**src/rtl/trt_pkg.sv**
```systemverilog
package trt_pkg;
    typedef enum logic [2:0] {
        S_IDLE,
        S_RX_ADDR,
        S_RX_PTR,
        S_RX_DATA,
        S_ACK_OUT,
        S_TX_DATA,
        S_TX_ACK_IN,
        S_IGNORE
    } bus_state_e;

    localparam logic [7:0] ID_BYTE = 8'h46;
    localparam logic [6:0] LOC_ID  = 7'h00;
    localparam logic [6:0] LOC_DET = 7'h02;
    localparam logic [6:0] LOC_KEY = 7'h03;
    localparam logic [6:0] LOC_CMD = 7'h3F;
endpackage

```
**src/rtl/trt_bus_sync.sv**
```systemverilog
module trt_bus_sync #(
    parameter int STAGES = 2
) (
    input  logic clk,
    input  logic rst_n,
    input  logic scl_i,
    input  logic sda_i,
    output logic sda_o,
    output logic rise_o,
    output logic fall_o,
    output logic start_o,
    output logic stop_o
);
    // pipe[STAGES-1] is the synchronised level, pipe[STAGES] the previous one
    logic [STAGES:0] scl_pipe;
    logic [STAGES:0] sda_pipe;

    always_ff @(posedge clk or negedge rst_n) begin
        if (!rst_n) begin
            scl_pipe <= '1;
            sda_pipe <= '1;
        end else begin
            scl_pipe <= {scl_pipe[STAGES-1:0], scl_i};
            sda_pipe <= {sda_pipe[STAGES-1:0], sda_i};
        end
    end

    logic scl_s, scl_d, sda_s, sda_d;
    assign scl_s = scl_pipe[STAGES-1];
    assign scl_d = scl_pipe[STAGES];
    assign sda_s = sda_pipe[STAGES-1];
    assign sda_d = sda_pipe[STAGES];

    always_comb begin
        sda_o   = sda_s;
        rise_o  = scl_s && !scl_d;
        fall_o  = !scl_s && scl_d;
        start_o = scl_s && scl_d && sda_d && !sda_s;
        stop_o  = scl_s && scl_d && !sda_d && sda_s;
    end
endmodule

```
**src/rtl/trt_link_fsm.sv**
```systemverilog
module trt_link_fsm
    import trt_pkg::*;
#(
    parameter logic [6:0] ADDR_LO = 7'h41,
    parameter logic [6:0] ADDR_HI = 7'h46
) (
    input  logic       clk,
    input  logic       rst_n,
    input  logic       strap_i,
    input  logic       sda_i,
    input  logic       rise_i,
    input  logic       fall_i,
    input  logic       start_i,
    input  logic       stop_i,
    input  logic [7:0] rd_data_i,
    output logic [6:0] ptr_o,
    output logic       rd_stb_o,
    output logic [6:0] rd_addr_o,
    output logic       wr_en_o,
    output logic [6:0] wr_addr_o,
    output logic [7:0] wr_data_o,
    output logic       sda_pd_o
);
    bus_state_e state_q, after_q;
    logic       ack_q, host_ack_q, in_read_q, sel_q, strap_done_q;
    logic [7:0] rx_q, tx_q;
    logic [3:0] cnt_q;
    logic [6:0] ptr_q, base_q;
    logic [6:0] my_addr;

    assign my_addr = sel_q ? ADDR_HI : ADDR_LO;
    assign ptr_o   = ptr_q;

    always_ff @(posedge clk or negedge rst_n) begin
        if (!rst_n) begin
            state_q      <= S_IDLE;
            after_q      <= S_IDLE;
            ack_q        <= 1'b0;
            host_ack_q   <= 1'b0;
            in_read_q    <= 1'b0;
            sel_q        <= 1'b0;
            strap_done_q <= 1'b0;
            rx_q         <= '0;
            tx_q         <= '0;
            cnt_q        <= '0;
            ptr_q        <= '0;
            base_q       <= '0;
            rd_stb_o     <= 1'b0;
            rd_addr_o    <= '0;
            wr_en_o      <= 1'b0;
            wr_addr_o    <= '0;
            wr_data_o    <= '0;
        end else begin
            rd_stb_o <= 1'b0;
            wr_en_o  <= 1'b0;
            if (!strap_done_q) begin
                sel_q        <= strap_i;
                strap_done_q <= 1'b1;
            end
            if (start_i || stop_i) begin
                state_q <= start_i ? S_RX_ADDR : S_IDLE;
                cnt_q   <= '0;
                ack_q   <= 1'b0;
                if (in_read_q) begin
                    ptr_q     <= base_q;
                    in_read_q <= 1'b0;
                end
            end else begin
                unique case (state_q)
                    S_RX_ADDR, S_RX_PTR, S_RX_DATA: begin
                        if (rise_i) begin
                            rx_q  <= {rx_q[6:0], sda_i};
                            cnt_q <= cnt_q + 4'd1;
                        end else if (fall_i && cnt_q == 4'd8) begin
                            cnt_q <= '0;
                            if (state_q == S_RX_ADDR) begin
                                if (rx_q[7:1] == my_addr) begin
                                    ack_q     <= 1'b1;
                                    state_q   <= S_ACK_OUT;
                                    after_q   <= rx_q[0] ? S_TX_DATA : S_RX_PTR;
                                    in_read_q <= rx_q[0];
                                end else begin
                                    state_q <= S_IGNORE;
                                end
                            end else if (state_q == S_RX_PTR) begin
                                if (!rx_q[7]) begin
                                    ptr_q   <= rx_q[6:0];
                                    base_q  <= rx_q[6:0];
                                    ack_q   <= 1'b1;
                                    state_q <= S_ACK_OUT;
                                    after_q <= S_RX_DATA;
                                end else begin
                                    state_q <= S_IGNORE;
                                end
                            end else begin
                                wr_en_o   <= 1'b1;
                                wr_addr_o <= ptr_q;
                                wr_data_o <= rx_q;
                                ptr_q     <= ptr_q + 7'd1;
                                ack_q     <= 1'b1;
                                state_q   <= S_ACK_OUT;
                                after_q   <= S_RX_DATA;
                            end
                        end
                    end
                    S_ACK_OUT: begin
                        if (fall_i) begin
                            ack_q   <= 1'b0;
                            state_q <= after_q;
                            cnt_q   <= '0;
                            if (after_q == S_TX_DATA) begin
                                tx_q      <= rd_data_i;
                                rd_stb_o  <= 1'b1;
                                rd_addr_o <= ptr_q;
                                ptr_q     <= ptr_q + 7'd1;
                            end
                        end
                    end
                    S_TX_DATA: begin
                        if (fall_i) begin
                            tx_q <= {tx_q[6:0], 1'b0};
                            if (cnt_q == 4'd7) begin
                                cnt_q   <= '0;
                                state_q <= S_TX_ACK_IN;
                            end else begin
                                cnt_q <= cnt_q + 4'd1;
                            end
                        end
                    end
                    S_TX_ACK_IN: begin
                        if (rise_i) begin
                            host_ack_q <= !sda_i;
                        end else if (fall_i) begin
                            if (host_ack_q) begin
                                tx_q      <= rd_data_i;
                                rd_stb_o  <= 1'b1;
                                rd_addr_o <= ptr_q;
                                ptr_q     <= ptr_q + 7'd1;
                                state_q   <= S_TX_DATA;
                            end else begin
                                state_q <= S_IGNORE;
                            end
                        end
                    end
                    S_IDLE, S_IGNORE: begin
                    end
                    default: state_q <= S_IDLE;
                endcase
            end
        end
    end

    always_comb begin
        sda_pd_o = ((state_q == S_ACK_OUT) && ack_q) ||
                   ((state_q == S_TX_DATA) && !tx_q[7]);
    end
endmodule

```
**src/rtl/trt_setup_regs.sv**
```systemverilog
module trt_setup_regs
    import trt_pkg::*;
#(
    parameter int SETUP_BASE  = 32,
    parameter int SETUP_COUNT = 32
) (
    input  logic                     clk,
    input  logic                     rst_n,
    input  logic                     wr_en_i,
    input  logic [6:0]               wr_addr_i,
    input  logic [7:0]               wr_data_i,
    input  logic [6:0]               rd_addr_i,
    input  logic [7:0]               det_i,
    input  logic [7:0]               key_i,
    input  logic [7:0]               core_i,
    output logic [7:0]               rd_data_o,
    output logic [8*SETUP_COUNT-1:0] setup_o,
    output logic                     soft_reset_o,
    output logic                     calib_o
);
    localparam int IDX_W = $clog2(SETUP_COUNT);

    function automatic logic in_win(input logic [6:0] a);
        return (int'(a) >= SETUP_BASE) && (int'(a) < SETUP_BASE + SETUP_COUNT);
    endfunction

    logic [IDX_W-1:0] wr_idx, rd_idx;
    assign wr_idx = IDX_W'(int'(wr_addr_i) - SETUP_BASE);
    assign rd_idx = IDX_W'(int'(rd_addr_i) - SETUP_BASE);

    for (genvar g = 0; g < SETUP_COUNT; g++) begin : g_reg
        logic [7:0] q;
        always_ff @(posedge clk or negedge rst_n) begin
            if (!rst_n) begin
                q <= '0;
            end else if (wr_en_i && in_win(wr_addr_i) && int'(wr_idx) == g) begin
                q <= wr_data_i;
            end
        end
        assign setup_o[8*g +: 8] = q;
    end

    always_ff @(posedge clk or negedge rst_n) begin
        if (!rst_n) begin
            soft_reset_o <= 1'b0;
            calib_o      <= 1'b0;
        end else begin
            soft_reset_o <= wr_en_i && (wr_addr_i == LOC_CMD) && wr_data_i[7];
            calib_o      <= wr_en_i && (wr_addr_i == LOC_CMD) && (|wr_data_i[6:0]);
        end
    end

    always_comb begin
        if (rd_addr_i == LOC_ID)       rd_data_o = ID_BYTE;
        else if (rd_addr_i == LOC_DET) rd_data_o = det_i;
        else if (rd_addr_i == LOC_KEY) rd_data_o = key_i;
        else if (in_win(rd_addr_i))    rd_data_o = setup_o[8*rd_idx +: 8];
        else                           rd_data_o = core_i;
    end
endmodule

```
**src/rtl/trt_change_notify.sv**
```systemverilog
module trt_change_notify
    import trt_pkg::*;
#(
    parameter int CHG_DELAY = 1000000
) (
    input  logic       clk,
    input  logic       rst_n,
    input  logic [7:0] det_i,
    input  logic [7:0] key_i,
    input  logic       rd_stb_i,
    input  logic [6:0] rd_addr_i,
    output logic       chg_pd_o
);
    localparam int CW = $clog2(CHG_DELAY + 1);

    logic [CW-1:0] dly_q;
    logic [7:0]    snap_det_q, snap_key_q;
    logic          pending_q, ready, differs;

    assign ready   = (dly_q == CW'(CHG_DELAY));
    assign differs = (det_i != snap_det_q) || (key_i != snap_key_q);

    always_ff @(posedge clk or negedge rst_n) begin
        if (!rst_n) begin
            dly_q      <= '0;
            snap_det_q <= '0;
            snap_key_q <= '0;
            pending_q  <= 1'b0;
        end else if (!ready) begin
            dly_q <= dly_q + CW'(1);
            if (dly_q == CW'(CHG_DELAY - 1)) begin
                pending_q  <= 1'b1;
                snap_det_q <= det_i;
                snap_key_q <= key_i;
            end
        end else if (rd_stb_i) begin
            if (rd_addr_i == LOC_DET || rd_addr_i == LOC_KEY) begin
                snap_det_q <= det_i;
                snap_key_q <= key_i;
                pending_q  <= 1'b0;
            end else begin
                pending_q  <= differs;
            end
        end else if (differs) begin
            pending_q <= 1'b1;
        end
    end

    assign chg_pd_o = pending_q;
endmodule

```
**src/rtl/touch_reg_target.sv**
```systemverilog
module touch_reg_target #(
    parameter logic [6:0] ADDR_LO     = 7'h41,
    parameter logic [6:0] ADDR_HI     = 7'h46,
    parameter int         SYNC_STAGES = 2,
    parameter int         CHG_DELAY   = 1000000,
    parameter int         SETUP_BASE  = 32,
    parameter int         SETUP_COUNT = 32
) (
    input  logic                     clk,
    input  logic                     rst_n,
    input  logic                     scl_i,
    input  logic                     sda_i,
    input  logic                     addr_sel_i,
    input  logic [7:0]               det_status_i,
    input  logic [7:0]               key_status_i,
    input  logic [7:0]               core_rd_data_i,
    output logic [6:0]               core_rd_addr_o,
    output logic                     sda_pd_o,
    output logic                     chg_pd_o,
    output logic [8*SETUP_COUNT-1:0] setup_o,
    output logic                     soft_reset_o,
    output logic                     calib_o
);
    logic       sda_s, rise_ev, fall_ev, start_ev, stop_ev;
    logic       rd_stb, wr_en;
    logic [6:0] rd_addr, wr_addr, ptr;
    logic [7:0] wr_data, rd_data;

    trt_bus_sync #(.STAGES(SYNC_STAGES)) u_sync (
        .clk(clk), .rst_n(rst_n), .scl_i(scl_i), .sda_i(sda_i),
        .sda_o(sda_s), .rise_o(rise_ev), .fall_o(fall_ev),
        .start_o(start_ev), .stop_o(stop_ev)
    );

    trt_link_fsm #(.ADDR_LO(ADDR_LO), .ADDR_HI(ADDR_HI)) u_fsm (
        .clk(clk), .rst_n(rst_n), .strap_i(addr_sel_i), .sda_i(sda_s),
        .rise_i(rise_ev), .fall_i(fall_ev), .start_i(start_ev), .stop_i(stop_ev),
        .rd_data_i(rd_data), .ptr_o(ptr), .rd_stb_o(rd_stb), .rd_addr_o(rd_addr),
        .wr_en_o(wr_en), .wr_addr_o(wr_addr), .wr_data_o(wr_data), .sda_pd_o(sda_pd_o)
    );

    trt_setup_regs #(.SETUP_BASE(SETUP_BASE), .SETUP_COUNT(SETUP_COUNT)) u_regs (
        .clk(clk), .rst_n(rst_n), .wr_en_i(wr_en), .wr_addr_i(wr_addr),
        .wr_data_i(wr_data), .rd_addr_i(ptr), .det_i(det_status_i),
        .key_i(key_status_i), .core_i(core_rd_data_i), .rd_data_o(rd_data),
        .setup_o(setup_o), .soft_reset_o(soft_reset_o), .calib_o(calib_o)
    );

    trt_change_notify #(.CHG_DELAY(CHG_DELAY)) u_chg (
        .clk(clk), .rst_n(rst_n), .det_i(det_status_i), .key_i(key_status_i),
        .rd_stb_i(rd_stb), .rd_addr_i(rd_addr), .chg_pd_o(chg_pd_o)
    );

    assign core_rd_addr_o = ptr;
endmodule

```
**config.mk**
```make
export PLATFORM = sky130hd
export DESIGN_NAME = touch_reg_target
export DESIGN_NICKNAME = d
export VERILOG_FILES = /design/src/rtl/trt_pkg.sv /design/src/rtl/trt_bus_sync.sv /design/src/rtl/trt_link_fsm.sv /design/src/rtl/trt_setup_regs.sv /design/src/rtl/trt_change_notify.sv /design/src/rtl/touch_reg_target.sv
export SDC_FILE = /design/constraint.sdc
export NUM_CORES = 1
export LEC_CHECK = 0
export BUFFER_PORTS_ARGS = -buffer_cell sky130_fd_sc_hd__buf_2
export CORE_MARGIN = 2
export CORE_UTILIZATION = 45
export CTS_CLUSTER_SIZE = 30
export DETAILED_ROUTE_END_ITERATION = 10
export GPL_TIMING_DRIVEN = 1
export PLACE_DENSITY = 0.64
export SETUP_SLACK_MARGIN = 0.02
export SYNTH_ARGS = -nofsm -noshare
export SYNTH_HDL_FRONTEND = slang
export SYNTH_HIERARCHICAL = 1
export SYNTH_SLANG_ARGS = --single-unit
```
**constraint.sdc**
```tcl
create_clock -name clk -period 8.3 [get_ports clk]
set_clock_uncertainty 0.15 [all_clocks]
set_input_delay 0.415 -clock clk [delete_from_list [all_inputs] [get_ports clk]]
set_output_delay 0.415 -clock clk [all_outputs]
set_load 0.02 [all_outputs]
```
# Word level (Yosys, flattened, before mapping)
# Cells that the tools add are included.
dict set report classes {
  add_sub_neg 5
  n_eq_ne 77
  muxes 99
  order_cmp 4
  reduce_logical 86
  shift 1
  n_bitwise 5
}
# cell n
set ops {}
lappend ops {{variable part select 256 x 9 -> 8 bit} 1}
lappend ops {{two-way mux 8 bit} 18}
lappend ops {{two-way mux 7 bit} 17}
lappend ops {{== test 5 bit, second input constant} 16}
lappend ops {{logical AND 1 bit} 48}
lappend ops {{two-way mux 3 bit} 15}
lappend ops {{== test 20 bit, second input constant} 2}
lappend ops {{== test 5 x 4 -> 1 bit, second input constant} 8}
lappend ops {{two-way mux 1 bit} 32}
lappend ops {{== test 7 x 2 -> 1 bit, second input constant} 4}
lappend ops {{two-way mux 4 bit} 6}
lappend ops {{case mux 8 bit (3 select lines)} 1}
lappend ops {{!= test 3 x 1 -> 1 bit, second input constant} 7}
lappend ops {{case mux 7 bit (3 select lines)} 1}
lappend ops {{adder 20 x 1 -> 20 bit, second input constant} 1}
lappend ops {{== test 5 x 3 -> 1 bit, second input constant} 4}
lappend ops {{AND reduction 6 bit} 3}
lappend ops {{!= test 8 bit} 2}
lappend ops {{AND reduction 8 bit} 2}
lappend ops {{>= comparator 7 x 6 -> 1 bit, second input constant} 2}
lappend ops {{< comparator 7 bit, second input constant} 2}
lappend ops {{!= test 2 x 1 -> 1 bit, second input constant} 7}
lappend ops {{case mux 7 bit (2 select lines)} 1}
lappend ops {{AND reduction 7 bit} 2}
lappend ops {{other kinds (39)} 75}
dict set report totals {
  output_inout_bits 267
  regBits 370
  in_bits 29
}

# Longest topological paths before layout
# Gate-level depths: netlist of the first run.
dict set report depth {
  ltp_word 10
  depth_mapped 11
  depth_no_buf 7
}

# Hierarchy
# The synthesis of the first run kept the hierarchy.
# mod n_inst area_per_inst_um2 seq_area_each_um2 cells_each
set modules_own_cells {}
lappend modules_own_cells {trt_setup_regs 1 12375.6 6456.2 801}
lappend modules_own_cells {trt_link_fsm 1 3372.0 1726.7 294}
lappend modules_own_cells {trt_change_notify 1 1831.8 925.9 149}
lappend modules_own_cells {trt_bus_sync 1 190.2 157.7 10}

# Worst setup path after synthesis of the first run
# Ideal clock, no wire load.
dict set report synth_timing {
  path_kind {register to register}
  startpoint {register u_sync.sda_pipe[2]}
  endpoint {register u_fsm.ptr_q[5], in the netlist u_fsm/ptr_o[5]}
  setup_slack_ps 5581
  stages_incl_launch_ff 9
  arrival_time_ps 2444
  t_required_ps 8025
  synth_period_minus_slack_ps 2719
  path_cell_list {dfstp_2 > and4b_1 > or2_1 > buf_6 > or4_4 > a211oi_4 > nand2b_1 > buf_6 > mux2_4}
}
dict set report synth_between {
  elab_chain_len 6
  elab_cells_between_ends 19
  cone_classes {eq/ne: 10; mux: 1; reduce/logical: 8}
}
# item line
set synth_lines {}
lappend synth_lines {{start, declared} trt_bus_sync.sv:16} ;# logic [STAGES:0] sda_pipe;
lappend synth_lines {{start signal, assigned} trt_bus_sync.sv:24} ;# sda_pipe <= {sda_pipe[STAGES-1:0], sda_i};
lappend synth_lines {{zero test 1 bit *} trt_bus_sync.sv:39} ;# stop_o = scl_s && scl_d && !sda_d && sda_s;
lappend synth_lines {{logical AND 1 bit * (2 in a row)} trt_bus_sync.sv:39}
lappend synth_lines {{named net stop_ev} touch_reg_target.sv:24} ;# logic sda_s, rise_ev, fall_ev, start_ev, stop_ev;
lappend synth_lines {{logical OR 1 bit *} trt_link_fsm.sv:60} ;# if (start_i || stop_i) begin
lappend synth_lines {{!= test 4 bit (no line), or another cell as far along} -}
lappend synth_lines {{AND reduction 11 bit (no line)} -}
lappend synth_lines {{end signal, assigned} trt_link_fsm.sv:65} ;# ptr_q <= base_q;
lappend synth_lines {{end signal, assigned} trt_link_fsm.sv:87} ;# ptr_q <= rx_q[6:0];
lappend synth_lines {{end signal, assigned} trt_link_fsm.sv:99} ;# ptr_q <= ptr_q + 7'd1;
lappend synth_lines {{end, declared} trt_link_fsm.sv:28} ;# logic [6:0] ptr_q, base_q;
# The timed path passes the listed nets; every way through them passes the cells marked *.
# A chain may end at the register's enable or synchronous reset.

# Final worst setup path of the first run
dict set report layout_timing {
  startpoint {register u_sync.scl_pipe[2]}
  endpoint {register u_fsm.wr_data_o[3]}
}
dict set report layout_between {
  elab_cells_between_ends 13
  cone_classes {bitwise: 2; reduce/logical: 11}
}
# item line
set layout_lines {}
lappend layout_lines {{start, declared} trt_bus_sync.sv:15} ;# logic [STAGES:0] scl_pipe;
lappend layout_lines {{start signal, assigned} trt_bus_sync.sv:23} ;# scl_pipe <= {scl_pipe[STAGES-1:0], scl_i};
lappend layout_lines {{logical AND 1 bit} trt_bus_sync.sv:37} ;# fall_o = !scl_s && scl_d;
lappend layout_lines {{named net fall_ev} touch_reg_target.sv:24}
lappend layout_lines {{logical AND 1 bit} trt_link_fsm.sv:74} ;# end else if (fall_i && cnt_q == 4'd8) begin
lappend layout_lines {{AND reduction 6 bit (no line)} -}
lappend layout_lines {{end signal, assigned} trt_link_fsm.sv:98} ;# wr_data_o <= rx_q;
lappend layout_lines {{end, declared} trt_link_fsm.sv:21} ;# output logic [7:0] wr_data_o,
# The timed path passes the listed nets, and every way through them passes these cells.

==> results of run 1 <==
-- cells in the final DEF (no fill, tap or decap), drive strengths merged, types with 6 or more instances in the layout --
cell and instances:
nand3b 8, nand2b 14, mux4 67, nand4 8, o21ai 23, xnor2 13
dfrtp 363, inv 14, and3 10, and2 7, buf 307, mux2i 41
nor4 11, nor2b 12, nor2 59, dfstp 6, a21oi 19, nor3 12
o211ai 6, xor2 25, a211oi 7, nand2 47, clkbuf 63, mux2 317
nand3 23, dlygate4sd3 20, or2 8
-- critical path: stages (launching register included) --
cell and delay, ps:
dfstp_2 540, nor2b_1 520, nand4b_1 210, nand2b_1 420, nor4_4 1100, mux2_2 430
-- through the flow --
stage,std cells,power [uW]
6_report,2093,4810
4_1_cts,2093,4860
3_3_place_gp,2004,3000
2_1_floorplan,1252,2790
3_5_place_dp,2004,3010
5_1_grt,2093,5020
-- repair_timing --
action / 4_1_cts / 5_1_grt
hold buffers: 20 / 0
hold endpoints to repair: 141 / 0
buffers inserted: 0 / 0
-- how the worst max path moves through the flow --
stage	endpoint	cells past startpoint
6_report	u_fsm/wr_data_o[3]	5
5_1_grt	u_fsm/tx_q[6]	8
4_1_cts	u_fsm/tx_q[6]	8
3_5_place_dp	u_fsm/tx_q[6]	8
3_3_place_gp	u_fsm/tx_q[6]	8
2_1_floorplan	u_fsm/ptr_o[5]	8
-- final cells by class --
type	count	area [sq um]
Multi-Input combinational cell	798	7990
Clock inverter	6	149
Fill cell	3359	17700
Inverter	12	45.0
Timing Repair Buffer	327	1790
Clock buffer	63	1180
Tap cell	518	648
Sequential cell	369	9250
-- power groups by stage --
stage | clock network, uW | logic (uW) | registers (uW)
floorplan | 0 | 798 | 1990
detailed placement | 0 | 860 | 2150
CTS | 1870 | 872 | 2120
global placement | 0 | 852 | 2150
finish | 1820 | 874 | 2120
global route | 1940 | 942 | 2140
-- per-layer routing --
layer / vias up / share of wire [%]
li1: 5215 / -
met1: 6345 / 43
met2: 453 / 47
met3: 87 / 7.1
met4: 0 / 3.0
met5: - / 0
-- sequential cells by signal (all words and copies together) (netlist names), 4 cells and up --
name and flops:
u_regs/g.q 256, u_chg/snap_key_q 8, u_fsm/rx_q 8, u_fsm/tx_q 8
u_fsm/ptr_o 7, u_fsm/cnt_q 4, u_fsm/base_q 7, u_fsm/wr_data_o 8
u_chg/snap_det_q 8, u_chg/dly_q 20, u_fsm/rd_addr_o 6, u_fsm/wr_addr_o 7
==> results_dict.tcl, run 1 <==
set metrics [dict create \
    worstReg2RegStart "u_sync/scl_pipe[2]" \
    path_max_fanout 16 \
    start_util_pct 45.8 \
    path_clk_slew_ps 50 \
    period_minus_slack_ps 3490 \
    die-area_sq_um 41000 \
    route.vias.total 12100 \
    worstSetupStartpoint "u_sync/scl_pipe[2]" \
    globalRouteMet2Util_pct 40.8 \
    syn_avg_cell_area_sq_um 14.2 \
    grt_max_degree 165 \
    r2r_slack_ps 4810 \
    setup_tns_ps 0 \
    hold_class "reg2reg" \
    p_leak_uw 0.0108 \
    antenna_found_initial 0 \
    grt_overflow 0 \
    area_delta_synth_final_pct 18.7 \
    arrival_ps 3780 \
    antenna_left 0 \
    cp-end-kind "flop" \
    max-cap-violations 0 \
    power_frac_seq_pct 44.0 \
    fin_crit_sh_pct 42.1 \
    portBuffers 295 \
    min_from "u_sync/sda_pipe[0]" \
    clock-sinks 369 \
    syn_inst 1252 \
    outcome "finished clean" \
    tritoncts.num_buffers 42 \
    yosys_warnings 6 \
    power_density_nw_per_um2 229 \
    drtPass1Iterations 5 \
    use_met1_pct 36.4 \
    grt_pass1_vias 12396 \
    grt_usage_pct 26.2 \
    rsz0062_at_grt "false" \
    switching_share_pct 30.5 \
    critPathRequiredTime_ps 8590 \
    max_slew.worst_pin.slew_ps 1220 \
    max_freq_ghz 0.286 \
    pin_count 296 \
    htreeDepth 2 \
    busiest_layer "met2" \
    crit_type "reg2reg" \
    utilization_pct 54.3 \
    dpl_cell_area_sq_um 19500 \
    synth_area_sq_um 17700 \
    insertion_delay_ps 580 \
    worstReg2RegEnd "u_fsm/wr_data_o[3]" \
    fin_ws_ps 4810 \
    setup_viol_count_final 0 \
    ir_worst_vdd_uv 145 \
    p_sw_uw 1470 \
    met3_usage_pct 5.76 \
    startpoint_type "flop" \
    place_ws_ps 4740 \
    drcViolationCount 0 \
    finalHoldViolations 0 \
    die_x_um 203 \
    wire_per_inst_um 25.6 \
    min_to "u_sync/sda_pipe[1]" \
    final_nets 1584 \
    cts_resized 0 \
    gp_congestion 0.876 \
    drtIter0Drc 960 \
    hpwl_um 37100 \
    cts_root_buf "clkbuf_16" \
    core_area_sq_um 38700 \
    cell_internal_pwr_uw 3340 \
    drive_gt1_share_pct 49.8 \
    grt_pass1_wl_um 80500 \
    relSlewSlack_pct 18.7 \
    cts_tree "built" \
    wirelength_um 53600 \
    hold_ws_ps 213 \
    rows 72 \
    hold_depth 0 \
    pwr-share-clk_pct 37.8 \
    final-max-slew-violation-count 0 \
    clk_path_buf_depth 3 \
    antenna-diode-count 0 \
    synth_nets 1286 \
    fp.dieH_um 203 \
    viasPerCell 5.78 \
    ff2ff_path_depth 5 \
    design_area_sq_um 21000 \
    combPwrFrac_pct 18.2 \
]
Note: power is estimated with default switching activity, not from simulation.
==> run 2, diff against run 1 <==
--- a/config.mk
+++ b/config.mk
@@ -11,7 +11,7 @@
 export CTS_CLUSTER_SIZE = 30
 export DETAILED_ROUTE_END_ITERATION = 10
 export GPL_TIMING_DRIVEN = 1
-export PLACE_DENSITY = 0.64
+export PLACE_DENSITY = 0.67
 export SETUP_SLACK_MARGIN = 0.02
 export SYNTH_ARGS = -nofsm -noshare
 export SYNTH_HDL_FRONTEND = slang
==> constraint.sdc (replaced) <==
create_clock -name clk -period 2.95 [get_ports clk]
set_clock_uncertainty 0.15 [all_clocks]
set_input_delay 0.1475 -clock clk [delete_from_list [all_inputs] [get_ports clk]]
set_output_delay 0.1475 -clock clk [all_outputs]
set_load 0.02 [all_outputs]
==> results_dict.tcl, run 2 (synthesis results as in run 1) <==
set metrics [dict create \
    htreeDepth 2 \
    final_cell_mix "dfrtp_1, mux2_2, buf_2" \
    cell_internal_pwr_uw 9830 \
    viasPerCell 5.75 \
    gp_congestion 0.912 \
    grt_pass1_vias 12599 \
    max-cap-violations 0 \
    critPathRequiredTime_ps 3250 \
    clock-sinks 369 \
    fp.dieH_um 203 \
    largestRegisters "u_regs/g.q x256, u_chg/dly_q x20" \
    final_nets 1637 \
    path_max_fanout 24 \
    rows 72 \
    power_density_nw_per_um2 651 \
    p_leak_uw 0.0112 \
    power_frac_seq_pct 40.9 \
    max_slew.worst_pin.slew_ps 1090 \
    max_freq_ghz 0.356 \
    hold_ws_ps 81.2 \
    hold_class "in2async" \
    cp-end-kind "flop" \
    ir_worst_vdd_uv 448 \
    outcome "finished clean" \
    final_cells 2154 \
    setup_viol_count_final 0 \
    p_sw_uw 4270 \
    dp.cells 2054 \
    die-area_sq_um 41000 \
    tritoncts.num_buffers 41 \
    path_clk_slew_ps 60 \
    cts_root_buf "clkbuf_16" \
    postCtsSetupRepairBufs 0 \
    clk_path_buf_depth 3 \
    final-max-slew-violation-count 0 \
    drtPass1Iterations 5 \
    pwr-share-clk_pct 37.7 \
    relSlewSlack_pct 27.5 \
    antenna-diode-count 0 \
    insertion_delay_ps 580 \
    largest-register "u_regs/g.q" \
    largest_register_ffs 256 \
    rsz0062_at_grt "false" \
    period_minus_slack_ps 2810 \
    setup_tns_ps 0 \
    cts_tree "built" \
    grt_overflow 0 \
    arrival_ps 3100 \
    startpoint_type "flop" \
    antenna_found_initial 0 \
    grt_pass1_wl_um 80200 \
    wire_per_inst_um 25.0 \
    fin_crit_sh_pct 95.2 \
    grt_max_degree 124 \
    grt_usage_pct 26.2 \
    nFillCells 3260 \
    switching_share_pct 30.3 \
    drtIter0Drc 821 \
    area_delta_synth_final_pct 22.1 \
    antenna_left 0 \
    multi_input_area_sq_um 7990 \
    seq_area_sq_um 9250 \
    drcViolationCount 0 \
    core_area_sq_um 38700 \
    start_util_pct 45.8 \
    finalHoldViolations 0 \
    crit_type "reg2reg" \
    drive_gt1_share_pct 51.9 \
    portBuffers 295 \
    die_x_um 203 \
    route.vias.total 12383 \
    final_common_cell "dfrtp_1" \
    hpwl_um 38400 \
    pin_count 296 \
    combPwrFrac_pct 21.3 \
    wirelength_um 53800 \
]
[run 2: changes by cell type in the layout (fill, tap and decap cells not counted)]
| cell | change |
|---|---|
| inv_6 | -1 |
| clkinv_2 | +8 |
| bufinv_16 | +1 |
| dlygate4sd3_1 | +3 |
| clkinv_4 | +1 |
| clkbuf_1 | -6 |
| clkinvlp_4 | +1 |
| buf_4 | +42 |
| clkbuf_8 | +3 |
| buf_12 | +9 |
| clkinv_16 | -1 |
| clkinv_8 | +1 |
[run 2: power groups by stage]
stage               clock, uW  combinational [uW]  sequential (uW)
floorplan                   0                2240             5600
CTS                      5430                2990             5770
global placement            0                2930             5850
global route             5620                3230             5810
finish                   5320                3010             5770
detailed placement          0                2960             5850
[run 2: repair_timing]
action	CTS	global route
hold endpoints to repair	385	0
gates resized for setup	0	0
hold buffers	24	0
[run 2: critical path, stage by stage, from the launching register on]
cell	delay (ps)
dfrtp_4	760
buf_4	240
mux4_4	620
mux2i_1	330
mux4_2	340
o211ai_1	80
nand3_1	80
nand2_1	50
[run 2: worst paths after layout]
check,slack (ps),to,start,depth (start not counted)
max,140,u_fsm/tx_q[0],u_fsm/ptr_o[0],7
min,80,u_regs/g_reg[16].q[6],rst_n,3
max reg2reg,140,u_fsm/tx_q[0],u_fsm/ptr_o[0],7
min reg2reg,220,u_sync/scl_pipe[1],u_sync/scl_pipe[0],0
max in group asynchronous,1910,u_regs/g_reg[25].q[1],rst_n,3
min in group clk,80,u_fsm/tx_q[5],core_rd_data_i[5],5
[run 2: metrics by stage]
| stage | util (%) | area, sq um | setup slack (ps) | power (uW) |
|---|---|---|---|---|
| global placement | 51.6 | 20000 | 154 | 8780 |
| global route | 55.9 | 21700 | 53.1 | 14700 |
| CTS | 55.9 | 21700 | 127 | 14200 |
| detailed placement | 51.6 | 20000 | 137 | 8810 |
| finish | 55.9 | 21700 | 142 | 14100 |
| floorplan | - | 17700 | 231 | 7840 |
[run 2: metal layers]
layer	global-route usage (%)	vias to the layer above	wire length (um)
li1	-	5343	-
met1	35.8	6484	22800
met2	40.3	457	24800
met3	6.77	99	4380
met4	9.83	0	1850
met5	0	-	0
[run 2: final cells by class]
class / count / area share (%)
sequential: 369 / 42.7
clock buffer: 60 / 5.54
tap: 518 / 2.99
multi-input combinational: 798 / 36.9
clock inverter: 16 / 0.982
timing repair buffer: 381 / 10.7
inverter: 12 / 0.208
==> run 3, diff against run 2 <==
--- a/config.mk
+++ b/config.mk
@@ -6,12 +6,14 @@
 export NUM_CORES = 1
 export LEC_CHECK = 0
 export BUFFER_PORTS_ARGS = -buffer_cell sky130_fd_sc_hd__buf_2
+export CELL_PAD_IN_SITES_DETAIL_PLACEMENT = 0
+export CELL_PAD_IN_SITES_GLOBAL_PLACEMENT = 2
 export CORE_MARGIN = 2
-export CORE_UTILIZATION = 45
+export CORE_UTILIZATION = 36
 export CTS_CLUSTER_SIZE = 30
 export DETAILED_ROUTE_END_ITERATION = 10
 export GPL_TIMING_DRIVEN = 1
-export PLACE_DENSITY = 0.67
+export PLACE_DENSITY = 0.75
 export SETUP_SLACK_MARGIN = 0.02
 export SYNTH_ARGS = -nofsm -noshare
 export SYNTH_HDL_FRONTEND = slang
==> results_dict.tcl, run 3 (synthesis results as in run 1) <==
set metrics [dict create \
    drcViolationCount 0 \
    critPathRequiredTime_ps 3250 \
    setup_tns_ps 0 \
    fin_crit_sh_pct 94.4 \
    outcome "finished clean" \
    final_common_cell "dfrtp_1" \
    postCtsSetupRepairBufs 0 \
    gp_congestion 0.846 \
    grt_max_degree 81 \
    route.vias.total 12210 \
    grt_pass1_vias 12790 \
    drtPass1Iterations 5 \
    wire_per_inst_um 24.6 \
    ff2ff_path_depth 6 \
    cell_internal_pwr_uw 9770 \
    hold_class "in2async" \
    largestRegisters "u_regs/g.q x256, u_chg/dly_q x20" \
    start_util_pct 36.4 \
    rsz0062_at_grt "false" \
    setup_viol_count_final 0 \
    dp.cells 2205 \
    grt_pass1_wl_um 84500 \
    antenna_found_initial 2 \
    cts_tree "built" \
    viasPerCell 5.29 \
    antenna_left 0 \
    grt_usage_pct 22.4 \
    relSlewSlack_pct 18.6 \
    design_area_sq_um 21900 \
    cts_resized 0 \
    final-max-slew-violation-count 0 \
    p_sw_uw 4390 \
    antenna-diode-count 0 \
    power_density_nw_per_um2 647 \
    worstReg2RegStart "u_sync/sda_pipe[2]" \
    combPwrFrac_pct 20.9 \
    largest-register "u_regs/g.q" \
    startpoint_type "flop" \
    crit_buf_inv 0 \
    path_delay_family "simple AND/OR/NAND/NOR gates" \
    largest_register_ffs 256 \
    utilization_pct 44.9 \
    die_x_um 226 \
    switching_share_pct 31.0 \
    drive_gt1_share_pct 52.1 \
    dpl_cell_area_sq_um 20200 \
    portBuffers 295 \
    path_max_fanout 7 \
    worstReg2RegEnd "u_fsm/ptr_o[5]" \
    tritoncts.num_buffers 42 \
    clock-sinks 369 \
    fp.dieH_um 226 \
    cp_slowest_cell "or4_4" \
    p_leak_uw 0.0112 \
    drtIter0Drc 721 \
    rows 81 \
    period_minus_slack_ps 2780 \
    final_cell_mix "dfrtp_1, mux2_2, buf_2" \
    max_freq_ghz 0.359 \
    max-cap-violations 0 \
    final_nets 1645 \
    area_delta_synth_final_pct 23.4 \
    grt_overflow 0 \
    die-area_sq_um 51100 \
    r2r_slack_ps 170 \
    power_frac_seq_pct 41.1 \
    final_cells 2308 \
    core_area_sq_um 48700 \
    max_slew.worst_pin.slew_ps 1220 \
    htreeDepth 2 \
    cp_cell_sequence "and4b_1, or2_1, or4_4, a211oi_4, nand2b_1, mux2_4" \
    crit_type "reg2reg" \
    insertion_delay_ps 580 \
    ir_worst_vdd_uv 367 \
    clk_path_buf_depth 3 \
    finalHoldViolations 0 \
    hpwl_um 40800 \
    pin_count 296 \
    path_clk_slew_ps 60 \
    wirelength_um 56800 \
    critPathMaxStageDelay_ps 560 \
    cts_root_buf "clkbuf_16" \
    arrival_ps 3080 \
    cp-end-kind "flop" \
    pwr-share-clk_pct 38.0 \
]
## run 3: timing repair
| action | in CTS | in global routing |
|---|---|---|
| hold buffers | 26 | 0 |
| hold endpoints to repair | 394 | 0 |
| endpoints found under the setup margin | 0 | 0 |
## run 3: power by group through the flow
| stage | registers [uW] | clock network (uW) | logic, uW |
|---|---|---|---|
| 2_1_floorplan | 5600 | 0 | 2240 |
| 3_3_place_gp | 5930 | 0 | 2920 |
| 3_5_place_dp | 5930 | 0 | 2940 |
| 4_1_cts | 5840 | 5520 | 2970 |
| 5_1_grt | 5880 | 5740 | 3190 |
| 6_report | 5820 | 5380 | 2960 |
## run 3: worst max-delay path by stage
stage | startpoint | to | slack (ps) | depth (start not counted)
after floorplan | u_sync/sda_pipe[2] | u_fsm/ptr_o[5] | 230 | 8
after global placement | u_sync/sda_pipe[2] | u_fsm/ptr_o[5] | 210 | 6
after detailed placement | u_fsm/ptr_o[0] | u_fsm/tx_q[5] | 190 | 7
after CTS | u_fsm/ptr_o[0] | u_fsm/tx_q[4] | 170 | 7
after global routing | u_fsm/ptr_o[2] | u_fsm/tx_q[3] | 50 | 7
final | u_sync/sda_pipe[2] | u_fsm/ptr_o[5] | 170 | 6
## run 3: layout make-up
type                    count  area, sq um
well taps                 664          831
multi-input cells         798         7990
fillers                  4471        26900
repair buffers            388         2320
inverters                  12         45.0
flip-flops and latches    369         9250
clock inverters            15          184
clock buffers              62         1260
## run 3: worst reg2reg max path, cell delays in order (launching register included)
cell and delay (ps):
dfstp_2 530, and4b_1 240, or2_1 270, or4_4 560
a211oi_4 240, nand2b_1 360, mux2_4 330
## run 3: per-layer routing
metal / track usage (%) / vias to the layer above / wire (um)
met1: 31.8 / 6466 / 25700
met3: 4.45 / 73 / 3200
li1: - / 5336 / -
met4: 6.39 / 2 / 1360
met5: 0 / - / 8
met2: 34.9 / 333 / 26500
## run 3: through the flow
stage                     setup slack, ps  hold slack, ps  power (uW)
final                                 165            5.22       14200
after global routing                 47.2            44.5       14800
after CTS                             173            21.4       14300
after detailed placement              187            29.7        8870
after global placement                211            29.8        8860
after floorplan                       231            -298        7840
